**src/rtl/sscfg_pkg.sv**
```systemverilog
package sscfg_pkg;

  typedef enum logic [2:0] {
    CAUSE_NONE  = 3'd0,
    CAUSE_INIT  = 3'd1,
    CAUSE_DONE  = 3'd2,
    CAUSE_ALIGN = 3'd3,
    CAUSE_PART  = 3'd4
  } cause_e;

  typedef enum logic [2:0] {
    ST_IDLE,
    ST_PROG,
    ST_WINIT,
    ST_STREAM,
    ST_FLUSH
  } phase_e;

  // position inside a 4-byte group that is emitted at drain step k
  function automatic logic [1:0] grp_slot(input logic [1:0] k);
    return k ^ 2'b11;
  endfunction

  // a byte count whose two low bits are not zero leaves a partial group
  function automatic logic is_ragged(input logic [1:0] lsbs);
    return lsbs != 2'b00;
  endfunction

  // largest of three limits, used to size the shared timer
  function automatic int max3(input int a, input int b, input int c);
    int m;
    m = (a > b) ? a : b;
    return (m > c) ? m : c;
  endfunction

endpackage

```
**src/rtl/sscfg_sync.sv**
```systemverilog
module sscfg_sync #(
  parameter int WIDTH   = 2,
  parameter int STAGES  = 2,
  parameter bit RST_VAL = 1'b1
) (
  input  logic             clk,
  input  logic             rst_n,
  input  logic [WIDTH-1:0] d,
  output logic [WIDTH-1:0] q
);

  for (genvar b = 0; b < WIDTH; b++) begin : g_bit
    logic [STAGES-1:0] chain;
    always_ff @(posedge clk or negedge rst_n) begin
      if (!rst_n) chain <= {STAGES{RST_VAL}};
      else        chain <= {chain[STAGES-2:0], d[b]};
    end
    assign q[b] = chain[STAGES-1];
  end

endmodule

```
**src/rtl/sscfg_order.sv**
```systemverilog
module sscfg_order (
  input  logic       clk,
  input  logic       rst_n,
  input  logic       clear,
  input  logic       swap,
  input  logic       want,
  input  logic [7:0] in_data,
  input  logic       in_valid,
  output logic       in_ready,
  output logic [7:0] out_data,
  output logic       out_valid,
  input  logic       out_ready
);
  import sscfg_pkg::*;

  logic [7:0] grp [4];
  logic [1:0] fptr;
  logic [1:0] dptr;
  logic       draining;

  logic fill_fire;
  logic drain_fire;

  always_comb begin
    if (swap) begin
      in_ready  = want && !draining;
      out_valid = draining;
      out_data  = grp[grp_slot(dptr)];
    end else begin
      in_ready  = out_ready;
      out_valid = in_valid;
      out_data  = in_data;
    end
  end

  assign fill_fire  = swap && in_valid && in_ready;
  assign drain_fire = swap && draining && out_ready;

  always_ff @(posedge clk or negedge rst_n) begin
    if (!rst_n) begin
      fptr     <= 2'd0;
      dptr     <= 2'd0;
      draining <= 1'b0;
    end else if (clear) begin
      fptr     <= 2'd0;
      dptr     <= 2'd0;
      draining <= 1'b0;
    end else begin
      if (fill_fire) begin
        fptr <= fptr + 2'd1;
        if (fptr == 2'd3) draining <= 1'b1;
      end
      if (drain_fire) begin
        dptr <= dptr + 2'd1;
        if (dptr == 2'd3) draining <= 1'b0;
      end
    end
  end

  always_ff @(posedge clk) begin
    if (fill_fire) grp[fptr] <= in_data;
  end

  // a drain only starts once four bytes have been gathered (pointer wrapped)
  AST_GROUP_FULL: assert property (@(posedge clk) disable iff (!rst_n)
    $rose(draining) |-> (fptr == 2'd0 && dptr == 2'd0));

endmodule

```
**src/rtl/sscfg_shifter.sv**
```systemverilog
module sscfg_shifter #(
  parameter int HALF_DIV = 4
) (
  input  logic       clk,
  input  logic       rst_n,
  input  logic       load,
  input  logic [7:0] load_byte,
  input  logic       kick,
  output logic       cclk,
  output logic       din,
  output logic       idle
);

  localparam int HW = (HALF_DIV > 1) ? $clog2(HALF_DIV) : 1;

  logic          active;
  logic          hi;
  logic [HW-1:0] hcnt;
  logic [3:0]    left;
  logic [6:0]    rest;
  logic          half_end;
  logic          bit_end;

  assign half_end = active && (hcnt == HW'(HALF_DIV - 1));
  assign bit_end  = half_end && hi;
  assign idle     = !active;

  always_ff @(posedge clk or negedge rst_n) begin
    if (!rst_n) begin
      active <= 1'b0;
      hi     <= 1'b0;
      hcnt   <= '0;
      left   <= 4'd0;
      rest   <= 7'd0;
      cclk   <= 1'b0;
      din    <= 1'b0;
    end else if (!active) begin
      if (load) begin
        active <= 1'b1;
        hi     <= 1'b0;
        hcnt   <= '0;
        left   <= 4'd8;
        rest   <= load_byte[6:0];
        din    <= load_byte[7];
      end else if (kick) begin
        active <= 1'b1;
        hi     <= 1'b0;
        hcnt   <= '0;
        left   <= 4'd1;
        rest   <= 7'd0;
        din    <= 1'b0;
      end
    end else if (half_end) begin
      hcnt <= '0;
      if (!hi) begin
        hi   <= 1'b1;
        cclk <= 1'b1;
      end else begin
        hi   <= 1'b0;
        cclk <= 1'b0;
        if (left == 4'd1) begin
          active <= 1'b0;
          din    <= 1'b0;
        end else begin
          left <= left - 4'd1;
          din  <= rest[6];
          rest <= {rest[5:0], 1'b0};
        end
      end
    end else begin
      hcnt <= hcnt + HW'(1);
    end
  end

  // data may only move while the clock is low
  AST_DIN_SETUP: assert property (@(posedge clk) disable iff (!rst_n)
    !$stable(din) |-> !cclk);

  // a bit ends with a falling clock edge
  AST_BIT_FALL: assert property (@(posedge clk) disable iff (!rst_n)
    bit_end |=> !cclk);

  // the controller never asks for a data byte and a blank pulse together
  AST_SINGLE_REQ: assert property (@(posedge clk) disable iff (!rst_n)
    !(load && kick));

endmodule

```
**src/rtl/sscfg_loader.sv**
```systemverilog
module sscfg_loader #(
  parameter int LEN_W       = 16,
  parameter int HALF_DIV    = 4,
  parameter int PROG_CYCLES = 1200,
  parameter int INIT_POLLS  = 100000,
  parameter int DONE_PULSES = 100000
) (
  input  logic             clk,
  input  logic             rst_n,
  input  logic             start,
  input  logic [LEN_W-1:0] byte_count,
  input  logic             swap_words,
  input  logic             src_aligned,
  input  logic [7:0]       s_data,
  input  logic             s_valid,
  output logic             s_ready,
  output logic             cfg_prog_n,
  output logic             cfg_cclk,
  output logic             cfg_din,
  input  logic             cfg_init_n,
  input  logic             cfg_done,
  output logic             busy,
  output logic             done,
  output logic             error,
  output logic [2:0]       fail_cause
);
  import sscfg_pkg::*;

  localparam int TMR_MAX = max3(PROG_CYCLES, INIT_POLLS, DONE_PULSES);
  localparam int TMR_W   = $clog2(TMR_MAX + 1);

  phase_e           st;
  cause_e           cause_q;
  logic [TMR_W-1:0] tmr;
  logic [LEN_W-1:0] left;
  logic             swap_q;

  logic             init_s;
  logic             done_s;
  logic             sh_idle;
  logic [7:0]       ord_data;
  logic             ord_valid;

  // named internal events
  logic start_acc;
  logic bad_align;
  logic bad_part;
  logic want;
  logic src_ready;
  logic take;
  logic stream_end;
  logic flush_go;
  logic kick;
  logic init_seen;
  logic prog_end;
  logic init_expire;
  logic done_expire;

  sscfg_sync #(.WIDTH(2), .STAGES(2), .RST_VAL(1'b1)) u_sync (
    .clk   (clk),
    .rst_n (rst_n),
    .d     ({cfg_done, cfg_init_n}),
    .q     ({done_s, init_s})
  );

  assign start_acc   = start && (st == ST_IDLE);
  assign bad_align   = swap_words && !src_aligned;
  assign bad_part    = swap_words && is_ragged(byte_count[1:0]);
  assign want        = (st == ST_STREAM) && (left != '0);
  assign src_ready   = want && sh_idle;
  assign take        = ord_valid && src_ready;
  assign stream_end  = (st == ST_STREAM) && (left == '0) && sh_idle;
  assign flush_go    = (st == ST_FLUSH) && sh_idle;
  assign done_expire = flush_go && !done_s && (tmr == TMR_W'(DONE_PULSES));
  assign kick        = flush_go && !done_s && !done_expire;
  assign init_seen   = (st == ST_WINIT) && init_s;
  assign init_expire = (st == ST_WINIT) && !init_s && (tmr == TMR_W'(INIT_POLLS - 1));
  assign prog_end    = (st == ST_PROG) && (tmr == TMR_W'(PROG_CYCLES - 1));

  sscfg_order u_order (
    .clk       (clk),
    .rst_n     (rst_n),
    .clear     (start_acc),
    .swap      (swap_q),
    .want      (want),
    .in_data   (s_data),
    .in_valid  (s_valid),
    .in_ready  (s_ready),
    .out_data  (ord_data),
    .out_valid (ord_valid),
    .out_ready (src_ready)
  );

  sscfg_shifter #(.HALF_DIV(HALF_DIV)) u_shift (
    .clk       (clk),
    .rst_n     (rst_n),
    .load      (take),
    .load_byte (ord_data),
    .kick      (kick),
    .cclk      (cfg_cclk),
    .din       (cfg_din),
    .idle      (sh_idle)
  );

  always_ff @(posedge clk or negedge rst_n) begin
    if (!rst_n) begin
      st         <= ST_IDLE;
      cause_q    <= CAUSE_NONE;
      tmr        <= '0;
      left       <= '0;
      swap_q     <= 1'b0;
      cfg_prog_n <= 1'b1;
      busy       <= 1'b0;
      done       <= 1'b0;
      error      <= 1'b0;
    end else begin
      unique case (st)
        ST_IDLE: begin
          if (start_acc) begin
            done    <= 1'b0;
            error   <= 1'b0;
            cause_q <= CAUSE_NONE;
            swap_q  <= swap_words;
            left    <= byte_count;
            tmr     <= '0;
            if (bad_align) begin
              error   <= 1'b1;
              cause_q <= CAUSE_ALIGN;
            end else if (bad_part) begin
              error   <= 1'b1;
              cause_q <= CAUSE_PART;
            end else begin
              st         <= ST_PROG;
              cfg_prog_n <= 1'b0;
              busy       <= 1'b1;
            end
          end
        end
        ST_PROG: begin
          if (prog_end) begin
            cfg_prog_n <= 1'b1;
            tmr        <= '0;
            st         <= ST_WINIT;
          end else begin
            tmr <= tmr + TMR_W'(1);
          end
        end
        ST_WINIT: begin
          if (init_seen) begin
            tmr <= '0;
            st  <= ST_STREAM;
          end else if (init_expire) begin
            error   <= 1'b1;
            cause_q <= CAUSE_INIT;
            busy    <= 1'b0;
            st      <= ST_IDLE;
          end else begin
            tmr <= tmr + TMR_W'(1);
          end
        end
        ST_STREAM: begin
          if (take) left <= left - LEN_W'(1);
          if (stream_end) begin
            tmr <= '0;
            st  <= ST_FLUSH;
          end
        end
        ST_FLUSH: begin
          if (flush_go && done_s) begin
            done <= 1'b1;
            busy <= 1'b0;
            st   <= ST_IDLE;
          end else if (done_expire) begin
            error   <= 1'b1;
            cause_q <= CAUSE_DONE;
            busy    <= 1'b0;
            st      <= ST_IDLE;
          end else if (kick) begin
            tmr <= tmr + TMR_W'(1);
          end
        end
        default: st <= ST_IDLE;
      endcase
    end
  end

  assign fail_cause = cause_q;

  // while the program strobe is low the target sees no clock and no data
  AST_PROG_QUIET: assert property (@(posedge clk) disable iff (!rst_n)
    !cfg_prog_n |-> (!cfg_cclk && !cfg_din));

  // no clock edge until the ready line has been seen
  AST_NO_CLK_BEFORE_READY: assert property (@(posedge clk) disable iff (!rst_n)
    (st == ST_PROG || st == ST_WINIT) |-> !cfg_cclk);

  // the stream is only drawn while a load runs
  AST_READY_IN_RUN: assert property (@(posedge clk) disable iff (!rst_n)
    s_ready |-> busy);

  // extra pulses never exceed the budget
  AST_FLUSH_BUDGET: assert property (@(posedge clk) disable iff (!rst_n)
    (st == ST_FLUSH) |-> (tmr <= TMR_W'(DONE_PULSES)));

  // the two outcome flags exclude each other
  AST_OUTCOME_EXCL: assert property (@(posedge clk) disable iff (!rst_n)
    !(done && error));

  // a start while busy leaves the strobe alone
  AST_NO_RESTART: assert property (@(posedge clk) disable iff (!rst_n)
    (busy && start && cfg_prog_n) |=> cfg_prog_n);

endmodule

```
**config.mk**
```make
export PLATFORM = sky130hd
export DESIGN_NAME = sscfg_loader
export DESIGN_NICKNAME = d
export VERILOG_FILES = /design/src/rtl/sscfg_pkg.sv /design/src/rtl/sscfg_sync.sv /design/src/rtl/sscfg_order.sv /design/src/rtl/sscfg_shifter.sv /design/src/rtl/sscfg_loader.sv
export SDC_FILE = /design/constraint.sdc
export NUM_CORES = 1
export LEC_CHECK = 0
export BUFFER_PORTS_ARGS = -buffer_cell sky130_fd_sc_hd__buf_4
export CELL_PAD_IN_SITES_DETAIL_PLACEMENT = 1
export CELL_PAD_IN_SITES_GLOBAL_PLACEMENT = 2
export CORE_UTILIZATION = 40
export DETAILED_ROUTE_END_ITERATION = 10
export GPL_ROUTABILITY_DRIVEN = 0
export PLACE_DENSITY = 0.86
export SKIP_LAST_GASP = 1
export SYNTH_ARGS = -nofsm -noshare
export SYNTH_HDL_FRONTEND = slang
export SYNTH_SLANG_ARGS = --single-unit
```
**constraint.sdc**
```tcl
create_clock -name clk -period 3 [get_ports clk]
set_input_delay 0.3 -clock clk [delete_from_list [all_inputs] [get_ports clk]]
set_output_delay 0.3 -clock clk [all_outputs]
set_load 0.02 [all_outputs]
```
==> results of run 1 <==
-- registers in the layout, summed over array words and instances, names as in the netlist, 3 cells and up --
signal	flops
u_shift.rest	7
st	3
u_order.grp	32
left	16
u_shift.left	4
u_sync.g_bit.chain	4
tmr	17
fail_cause	3
-- power breakdown --
group,internal [mW],switching [mW],total [mW]
Sequential,1.76,0.370,2.13
Combinational,0.822,1.19,2.01
Clock,0.591,0.572,1.16
Total,3.17,2.13,5.30
-- through the flow --
stage               power [mW]  util (%)  hold WS, ps  setup WS [ps]
finish                    5.30      47.7         55.1            309
detailed placement        4.18      45.3          347            447
CTS                       5.37      47.7         40.7            294
floorplan                 3.50         -         4.41            787
global placement          4.05      45.3          347            541
global route              5.68      47.7         46.4            156
-- logic make-up (layout without fill, tap and decap cells) --
| family | count (synthesis) | after routing | synth area share [%] |
|---|---|---|---|
| AO/OA/AOI/OAI | 148 | 148 | 18.4 |
| multiplexers | 22 | 22 | 6.31 |
| XOR/XNOR | 4 | 4 | 0.667 |
| adder cells (fa/ha/maj) | 11 | 11 | 2.62 |
| flip-flops | 102 | 102 | 51.7 |
| buffers and inverters | 39 | 85 | 3.24 |
| AND/OR/NAND/NOR | 168 | 168 | 17.1 |
-- worst paths after layout --
path / start / to / slack (ps) / depth (start not counted)
min: cfg_init_n / u_sync.g_bit[0].chain[0]$_DFF_PN1_ / 60 / 1
max: left[0]$_DFFE_PN0P_ / s_ready / 310 / 7
min in group asynchronous: rst_n / u_shift.rest[6]$_DFFE_PN0P_ / 80 / 1
min reg2reg: u_sync.g_bit[1].chain[0]$_DFF_PN1_ / u_sync.g_bit[1].chain[1]$_DFF_PN1_ / 360 / 0
max reg2reg: left[0]$_DFFE_PN0P_ / u_order.draining$_DFF_PN0_ / 480 / 8
max in group asynchronous: rst_n / st[1]$_DFFE_PN0P_ / 2330 / 1
-- synth_stat cells, types with 11 or more instances --
library cell  instances
a21oi_1              33
nand2_1              47
nor3_1               11
clkbuf_1             13
ha_1                 11
inv_1                16
dfrtp_1              65
edfxtp_1             32
nor2_1               34
o21ai_0              41
o31ai_1              18
nand3_1              13
-- per-layer routing --
| layer | global-route usage (%) | part of all wire, % |
|---|---|---|
| met5 | 0 | 0 |
| met4 | 6.24 | 1.2 |
| met3 | 3.37 | 2.0 |
| met2 | 36.0 | 50 |
| met1 | 28.0 | 47 |
-- layout make-up --
| type | count | area share [%] |
|---|---|---|
| Timing Repair Buffer | 53 | 6.56 |
| Multi-Input combinational cell | 353 | 39.1 |
| Clock buffer | 9 | 3.71 |
| Clock inverter | 7 | 1.22 |
| Tap cell | 172 | 3.55 |
| Sequential cell | 102 | 44.8 |
| Inverter | 16 | 0.991 |
==> impl_metrics.py, run 1 <==
metrics = {
    "setup_path": {
        "path_class": "reg2out",
        "slowest_delay_ps": 480,
        "crit_path_start_kind": "flop",
        "crit_arrival_ps": 2390,
        "critPathBufInv": 2,
        "cp-end-kind": "output pin",
        "path_max_fanout": 6,
        "cp_slowest_cell": "o31ai_1",
        "cp_top_family": "simple AND/OR/NAND/NOR gates",
        "crit_required_ps": 2700,
        "crit_chain": "inv_1 -> ha_1 -> nor4b_4 -> nand3_4 -> o31ai_1 -> nor3b_1 -> buf_4",
    },
    "cells_and_area": {
        "layout.cells.most_common": "dfrtp_1",
        "fin_area_um2": 6060,
        "drive_gt1_share_pct": 19.6,
        "final_cell_mix": "dfrtp_1 (65), buf_4 (53), nand2_1 (47), o21ai_0 (41), nor2_1 (34)",
        "n_antenna_cell": 0,
        "ff_latch_area_um2": 2720,
        "synthToLayoutAreaGrowth_pct": 15.4,
        "multiInputGateArea_um2": 2370,
        "layout.nets": 578,
        "fillers": 1453,
        "layout.cells.non_filler": 712,
    },
    "cts": {
        "cts_buffers": 9,
        "cts_setup_buffers": 0,
        "tritoncts": "built",
        "htree_levels": 3,
        "clk_latency_ps": 350,
        "hold_buffers": 0,
        "clk_path_buf_depth": 2,
        "cts.sinks": 102,
        "cts-root-buf": "clkbuf_16",
        "clk_pin_slew_ps": 70,
        "cts-resized-gates": 0,
    },
    "global_routing": {
        "grtUsageTotal_pct": 21.2,
        "grt_pass1_vias": 4264,
        "grt_max_degree": 71,
        "grt_overflow": 0,
        "antenna_found_initial": 0,
        "grt_pass1_wl_mm": 21.9,
    },
    "min_path": {
        "min_path_type": "in2reg",
    },
    "routing": {
        "drt-initial-drc-count": 227,
        "ant_nets": 0,
        "viasPerCell": 5.68,
        "first_pass_iters": 4,
        "totalWireLength_mm": 13.1,
        "dr_total_vias": 4047,
        "drc": 0,
        "wl_per_cell_um": 18.4,
    },
    "synthesis": {
        "synth_top_area_share_pct": 30.9,
        "netlist_area_um2": 5260,
        "synth_edf_count": 32,
        "seq_area_frac_synth_pct": 51.7,
        "synth-async-reset-ratio_pct": 68.6,
        "synth_flop_cell": "dfrtp_1",
        "avgSynthCellArea_um2": 10.6,
        "yosys_register_bits": 102,
        "synth_area_leader_cell": "dfrtp_1",
        "synthTopCellsByArea": "dfrtp_1 (31%), edfxtp_1 (18%), o21ai_0 (3.9%)",
        "netlist_instances": 494,
        "syn-num-nets": 537,
        "ys_types": 65,
        "ys_warn_count": 0,
    },
    "timing": {
        "finClkSkew_ps": 9.01,
        "worst_pin_slew_ps": 916,
        "final.setup.tns_ps": 0,
        "relSlewSlack_pct": 38.9,
        "min_period_ps": 2690,
        "fin_crit_sh_pct": 89.7,
        "fmax_ghz": 0.372,
        "maxSlewViolCount": 0,
        "setup_viol": 0,
        "hold_viol": 0,
        "rsz0062_at_grt": "no",
    },
    "place": {
        "hpwl_mm": 9.20,
        "placed_cell_area_um2": 5760,
        "dp.cells": 696,
        "port_buffers": 41,
    },
    "die": {
        "die_width_um": 117,
        "core_um2": 12700,
        "start_util_pct": 41.3,
        "fp-row-count": 41,
        "dieArea_um2": 13600,
        "pin_count": 42,
        "die_y_um": 117,
    },
    "run_status": {
        "status": "finished, final reports clean",
    },
    "power_and_ir_drop": {
        "power_density_nw_per_um2": 875,
        "p_leak_nw": 2.37,
        "peakVddDrop_mv": 0.427,
    },
    "flow_run": {
        "drv_cap": 0,
    },
}
Power figures use the tool's default switching activity.
==> run 2: changes to the inputs <==
--- a/config.mk
+++ b/config.mk
@@ -5,10 +5,12 @@
 export SDC_FILE = /design/constraint.sdc
 export NUM_CORES = 1
 export LEC_CHECK = 0
+export ABC_AREA = 1
 export BUFFER_PORTS_ARGS = -buffer_cell sky130_fd_sc_hd__buf_4
 export CELL_PAD_IN_SITES_DETAIL_PLACEMENT = 1
 export CELL_PAD_IN_SITES_GLOBAL_PLACEMENT = 2
-export CORE_UTILIZATION = 40
+export CORE_MARGIN = 3
+export CORE_UTILIZATION = 35
 export DETAILED_ROUTE_END_ITERATION = 10
 export GPL_ROUTABILITY_DRIVEN = 0
 export PLACE_DENSITY = 0.86
==> run 2 against run 1 <==
- clock skew about the same
- sequential power down 14%
- first-iteration DRC count up 2.2%
- clock power up 6%
- final area up 14%
- non-clock buffer count up 2
- combinational power down 13%
- worst hold slack worse by 12 ps
- critical path type is now reg2reg
- largest cell class is now multi-input combinational cells
==> impl_metrics.py, run 2 <==
metrics = {
    "cells_and_area": {
        "layout.cells.most_common": "nand2_1",
        "fillers": 2128,
        "largestRegisters": "u_order.grp x32, tmr x17, left x16",
        "final_cell_mix": "nand2_1 (304), nand3_1 (99), nor2_1 (93), inv_1 (86), dfrtp_1 (65)",
        "synthToLayoutAreaGrowth_pct": 14.2,
        "largest_register_ffs": 32,
        "regMostFlops": "u_order.grp",
        "layout.nets": 932,
        "drive_gt1_share_pct": 10.1,
        "fin_area_um2": 6930,
        "n_antenna_cell": 0,
        "finish.utilization_pct": 41.4,
    },
    "cts": {
        "cts_buffers": 9,
        "clk_latency_ps": 370,
        "cts-resized-gates": 0,
        "tritoncts": "built",
        "cts-root-buf": "clkbuf_16",
        "hold_buffers": 0,
        "cts_setup_buffers": 0,
        "htree_levels": 3,
        "cts.sinks": 102,
        "clk_path_buf_depth": 2,
        "clk_pin_slew_ps": 80,
    },
    "place": {
        "port_buffers": 41,
        "pre_cts_ws_ps": 675,
        "hpwl_mm": 12.3,
        "placed_cell_area_um2": 6630,
    },
    "timing": {
        "finClkSkew_ps": 9.44,
        "setup_viol": 0,
        "hold_viol": 0,
        "final.setup.tns_ps": 0,
        "setup_ws_ps": 683,
        "min_period_ps": 2320,
        "rsz0062_at_grt": "no",
        "maxSlewViolCount": 0,
        "worst_pin_slew_ps": 994,
        "relSlewSlack_pct": 33.7,
        "fin_crit_sh_pct": 77.2,
        "fmax_ghz": 0.432,
    },
    "synthesis": {
        "netlist_instances": 851,
        "synth_flop_cell": "dfrtp_1",
        "synthTopCellsByArea": "dfrtp_1 (27%), nand2_1 (19%), edfxtp_1 (16%)",
        "synth_top_area_share_pct": 26.8,
        "avgSynthCellArea_um2": 7.14,
        "seq_area_frac_synth_pct": 44.8,
        "synth_edf_count": 32,
        "ys_types": 40,
        "netlist_area_um2": 6070,
        "ys_warn_count": 0,
        "synth_area_leader_cell": "dfrtp_1",
        "synth-async-reset-ratio_pct": 68.6,
        "yosysMostFrequentCell": "nand2_1",
        "syn-num-nets": 894,
        "yosys_register_bits": 102,
        "yosys-top-cells-count": "nand2_1 (304), nand3_1 (99), nor2_1 (93)",
    },
    "routing": {
        "drt-initial-drc-count": 232,
        "totalWireLength_mm": 17.3,
        "dr_total_vias": 5574,
        "drc": 0,
        "ant_nets": 0,
        "first_pass_iters": 4,
        "wl_per_cell_um": 15.5,
        "viasPerCell": 5.00,
    },
    "setup_path": {
        "path_max_fanout": 14,
        "crit_arrival_ps": 2620,
        "cp_slowest_cell": "dfrtp_1",
        "path_common_cell": "nand2_1",
        "crit_required_ps": 3300,
        "crit_path_start_kind": "flop",
        "path_class": "reg2reg",
        "cp_top_family": "simple AND/OR/NAND/NOR gates",
        "crit_chain": "inv_1 -> ha_1 -> nand2_1 -> nor2_2 -> nand2_1 -> nand4_1 -> buf_4 -> nand3b_1 -> buf_4 -> nand2_1 -> nand2_1 -> nand2_1",
        "critPathBufInv": 3,
        "slowest_delay_ps": 380,
        "cp-end-kind": "flop",
    },
    "die": {
        "core_um2": 16800,
        "pin_count": 42,
        "die_y_um": 138,
        "fp-row-count": 47,
        "dieArea_um2": 19000,
        "die_width_um": 138,
        "start_util_pct": 36.2,
    },
    "power_and_ir_drop": {
        "p_leak_nw": 3.42,
        "peakVddDrop_mv": 0.328,
        "power_density_nw_per_um2": 695,
        "finalPower_mw": 4.82,
    },
    "global_routing": {
        "grt_pass1_vias": 5808,
        "grt_max_degree": 71,
        "grtUsageTotal_pct": 19.4,
        "antenna_found_initial": 0,
        "grt_overflow": 0,
        "grt_pass1_wl_mm": 29.1,
    },
    "min_path": {
        "min_path_type": "in2reg",
    },
    "run_status": {
        "status": "finished, final reports clean",
    },
    "flow_run": {
        "drv_cap": 0,
    },
}
-- run 2: cell type report --
class | instances | area, µm² | share of cell area [%]
tap | 220 | 275 | 3.97
sequential | 102 | 2720 | 39.2
timing repair buffer | 55 | 413 | 5.96
clock buffer | 9 | 225 | 3.25
inverter | 93 | 349 | 5.04
clock inverter | 7 | 76.3 | 1.10
multi-input combinational | 628 | 2870 | 41.5
-- run 2: kinds of logic after synthesis --
logic type               Yosys count  synth area share, %
multiplexers                       1                0.165
AND/OR/NAND/NOR                  534                 37.1
buffers and inverters            121                 7.89
XOR/XNOR                           6                0.865
AO/OA/AOI/OAI                     76                 6.96
flip-flops                       102                 44.8
adder cells (fa/ha/maj)           11                 2.27
-- run 2: per-stage QoR --
stage	hold WS, ps	instances
detailed placement	348	1098
CTS	31.2	1114
finish	42.7	1114
global placement	346	1098
global route	30.7	1114
floorplan	4.41	851
-- run 2: report_power, final --
part           switching [mW]  internal (mW)
Clock                   0.632          0.599
Sequential              0.202           1.64
Combinational            1.20          0.545
-- run 2: path summary, 6_finish.rpt --
kind                                               startpoint                                  to  slack, ps  cells after the start
hold reg to reg            u_sync.g_bit[0].chain[0]$_DFF_PN1_  u_sync.g_bit[0].chain[1]$_DFF_PN1_        360                      0
setup reg to reg                          left[0]$_DFFE_PN0P_         u_shift.rest[1]$_DFFE_PN0P_        680                     12
setup / recovery                          left[0]$_DFFE_PN0P_         u_shift.rest[1]$_DFFE_PN0P_        680                     12
min in group asynchronous                               rst_n         u_shift.rest[4]$_DFFE_PN0P_        100                      1
hold / removal                                     cfg_init_n  u_sync.g_bit[0].chain[0]$_DFF_PN1_         40                      1
max in group asynchronous                               rst_n                  tmr[2]$_DFFE_PN0P_       2270                      1
-- run 2: layer usage --
layer	GRT usage (%)	part of all wire, %
met4	4.77	1.0
met5	0	0
met1	26.4	49
met3	3.18	3.4
met2	32.3	47
==> run 3: changes to the inputs <==
--- a/config.mk
+++ b/config.mk
@@ -5,15 +5,15 @@
 export SDC_FILE = /design/constraint.sdc
 export NUM_CORES = 1
 export LEC_CHECK = 0
-export ABC_AREA = 1
+export ABC_AREA = 0
 export BUFFER_PORTS_ARGS = -buffer_cell sky130_fd_sc_hd__buf_4
 export CELL_PAD_IN_SITES_DETAIL_PLACEMENT = 1
 export CELL_PAD_IN_SITES_GLOBAL_PLACEMENT = 2
 export CORE_MARGIN = 3
-export CORE_UTILIZATION = 35
+export CORE_UTILIZATION = 36
 export DETAILED_ROUTE_END_ITERATION = 10
 export GPL_ROUTABILITY_DRIVEN = 0
-export PLACE_DENSITY = 0.86
+export PLACE_DENSITY = 0.82
 export SKIP_LAST_GASP = 1
 export SYNTH_ARGS = -nofsm -noshare
 export SYNTH_HDL_FRONTEND = slang
==> constraint.sdc (replaced) <==
create_clock -name clk -period 1.9 [get_ports clk]
set_input_delay 0.19 -clock clk [delete_from_list [all_inputs] [get_ports clk]]
set_output_delay 0.19 -clock clk [all_outputs]
set_load 0.02 [all_outputs]
==> run 3 against run 2 <==
- clock-buffer cell count grew 1
- via count shrank 16%
- critical path depth shrank 3
- non-clock buffer count grew 109
- the flow now finishes with violations (negative setup slack)
- sequential cell count is the same
- clock skew grew 1.0 ps
- register-to-register slack lost 1100 ps
- highest routed layer unchanged
- final area grew 10%
- first-iteration DRC count grew 13%
- routed wire length shrank 2.4%
- critical endpoint is now left[14]$_DFFE_PN0P_
==> impl_metrics.py, run 3 (synthesized netlist as in run 1, its figures left out) <==
metrics = {
    "run_status": {
        "status": "finished with violations",
        "violations": "negative setup slack",
    },
    "power_and_ir_drop": {
        "p_sw_share_pct": 40.2,
        "peakVddDrop_mv": 0.570,
        "p_clk_share_pct": 18.1,
        "finalPower_mw": 10.8,
        "internal_power_mw": 6.49,
        "power.share.sequential_pct": 29.3,
        "power_density_nw_per_um2": 1420,
        "p_switching_mw": 4.36,
        "p_leak_nw": 3.11,
        "combPwrFrac_pct": 52.6,
    },
    "global_routing": {
        "grt_pass1_wl_mm": 26.8,
        "antenna_found_initial": 0,
        "grt_max_degree": 38,
        "grt_overflow": 0,
        "grt_pass1_vias": 5130,
        "grtUsageTotal_pct": 20.7,
    },
    "cts": {
        "clk_path_buf_depth": 2,
        "cts.sinks": 102,
        "clk_pin_slew_ps": 80,
        "clk_latency_ps": 360,
        "cts_buffers": 9,
        "tritoncts": "built",
        "htree_levels": 3,
        "cts-root-buf": "clkbuf_16",
    },
    "timing": {
        "maxSlewViolCount": 0,
        "holdWs_ps": 45.7,
        "finClkSkew_ps": 10.4,
        "setup_viol": 93,
        "fmax_ghz": 0.432,
        "rsz0062_at_grt": "yes",
        "relSlewSlack_pct": 63.1,
        "fin_crit_sh_pct": 122,
        "min_period_ps": 2310,
        "hold_viol": 0,
        "worst_pin_slew_ps": 553,
        "setup_ws_ps": -415,
    },
    "cells_and_area": {
        "multiInputGateArea_um2": 2920,
        "largestRegisters": "u_order.grp x32, tmr x17, left x16",
        "final_cell_mix": "buf_4 (132), dfrtp_1 (65), nand2_1 (41), edfxtp_1 (32), nor2_1 (29)",
        "fillers": 1488,
        "layout.nets": 690,
        "largest_register_ffs": 32,
        "synthToLayoutAreaGrowth_pct": 45.4,
        "drive_gt1_share_pct": 46.3,
        "layout.cells.non_filler": 832,
        "layout.cells.most_common": "buf_4",
        "regMostFlops": "u_order.grp",
        "ff_latch_area_um2": 2720,
        "n_antenna_cell": 0,
    },
    "die": {
        "die_width_um": 127,
        "start_util_pct": 37.3,
        "die_y_um": 127,
        "dieArea_um2": 16100,
        "pin_count": 42,
        "fp-row-count": 43,
        "core_um2": 14100,
    },
    "setup_path": {
        "path_max_fanout": 3,
        "cp_top_family": "simple AND/OR/NAND/NOR gates",
        "crit_chain": "inv_2 -> ha_4 -> nor4b_4 -> nand3_4 -> buf_6 -> or3_4 -> or3_4 -> o22ai_2 -> a2bb2oi_2",
        "critPathBufInv": 2,
        "cp_slowest_cell": "or3_4",
        "cp-end-kind": "flop",
        "startpoint": "left[1]$_DFFE_PN0P_",
        "path_class": "reg2reg",
        "crit_required_ps": 2150,
        "path_common_cell": "or3_4",
        "crit_path_start_kind": "flop",
        "r2r-start": "left[1]$_DFFE_PN0P_",
        "slowest_delay_ps": 410,
        "crit_arrival_ps": 2570,
    },
    "place": {
        "hpwl_mm": 10.8,
        "dp.cells": 780,
        "port_buffers": 41,
    },
    "routing": {
        "drt-initial-drc-count": 261,
        "totalWireLength_mm": 16.9,
        "ant_nets": 0,
        "first_pass_iters": 4,
        "wl_per_cell_um": 20.3,
        "viasPerCell": 5.60,
        "drc": 0,
        "dr_total_vias": 4657,
    },
    "flow_run": {
        "drv_cap": 0,
    },
    "min_path": {
        "min_path_type": "in2reg",
        "worstHoldStart": "s_data[3]",
    },
}
## run 3: changes by cell type in the layout (fill, tap and decap cells not counted), sizes merged, moves of 9 or more
cell   previous run  this run
a21oi             5        33
and2              0        10
buf              55       161
inv              96        19
mux2              0         9
nand2           307        47
nand3           100        14
nand4            22         4
nor2             95        34
o31ai             3        19
## run 3: worst paths after layout
kind                                                      endpoint  slack, ps  cells after the start
worst min register to register  u_sync.g_bit[0].chain[1]$_DFF_PN1_        370                      0
max in group asynchronous       u_sync.g_bit[0].chain[0]$_DFF_PN1_        920                      3
worst max register to register                left[14]$_DFFE_PN0P_       -410                      9
worst max-delay path                          left[14]$_DFFE_PN0P_       -410                      9
min in group asynchronous                  u_shift.din$_DFFE_PN0P_        350                      2
worst min-delay path                   u_order.grp[0][3]$_DFFE_PP_         50                      1
## run 3: stage by stage
step / setup TNS, ps / utilization, % / area [µm²] / setup slack (ps)
after floorplan: -11200 / - / 5390 / -262
after global placement: -14950 / 46.3 / 6520 / -251
after detailed placement: -23630 / 46.3 / 6520 / -392
after CTS: -14190 / 52.4 / 7390 / -322
after global routing: -30390 / 54.2 / 7640 / -501
final: -20130 / 54.2 / 7640 / -415
## run 3: cell type report
cell class,instances,area share [%]
Timing Repair Buffer,164,18.5
Inverter,16,0.786
Sequential cell,102,35.6
Clock buffer,10,3.00
Tap cell,180,2.95
Multi-Input combinational cell,354,38.2
Clock inverter,6,1.01
## run 3: per-layer routing
layer / GRT usage [%] / vias up / part of all wire, %
li1: - / 2152 / -
met1: 26.5 / 2419 / 43
met2: 35.9 / 65 / 52
met3: 3.33 / 21 / 2.8
met4: 6.31 / 0 / 1.5
met5: 0 / - / 0
## run 3: worst register-to-register path, delay by kind of cell, from the launching register on
| kind | cells | cell delay (ps) |
|---|---|---|
| compound gates | 2 | 240 |
| simple gates | 4 | 1190 |
| buf+inv | 2 | 250 |
| fa+ha+maj | 1 | 140 |
| flops | 1 | 400 |
## run 3: power by group through the flow
| stage | Sequential (mW) | Combinational [mW] | Clock [mW] |
|---|---|---|---|
| final | 3.17 | 5.71 | 1.96 |
| after global placement | 3.15 | 4.20 | 0 |
| after detailed placement | 3.19 | 4.42 | 0 |
| after global routing | 3.24 | 6.15 | 2.08 |
| after floorplan | 3.27 | 2.43 | 0 |
| after CTS | 3.15 | 5.17 | 2.00 |
## run 3: repair_timing
| action | in CTS | in global routing |
|---|---|---|
| hold buffers | 3 | 0 |
| gates cloned | 3 | 0 |
| resized for setup | 80 | 56 |
| setup buffers | 25 | 11 |
| setup endpoints to repair | 96 | 96 |
| pin swaps | 28 | 18 |
| hold endpoints to repair | 37 | 0 |
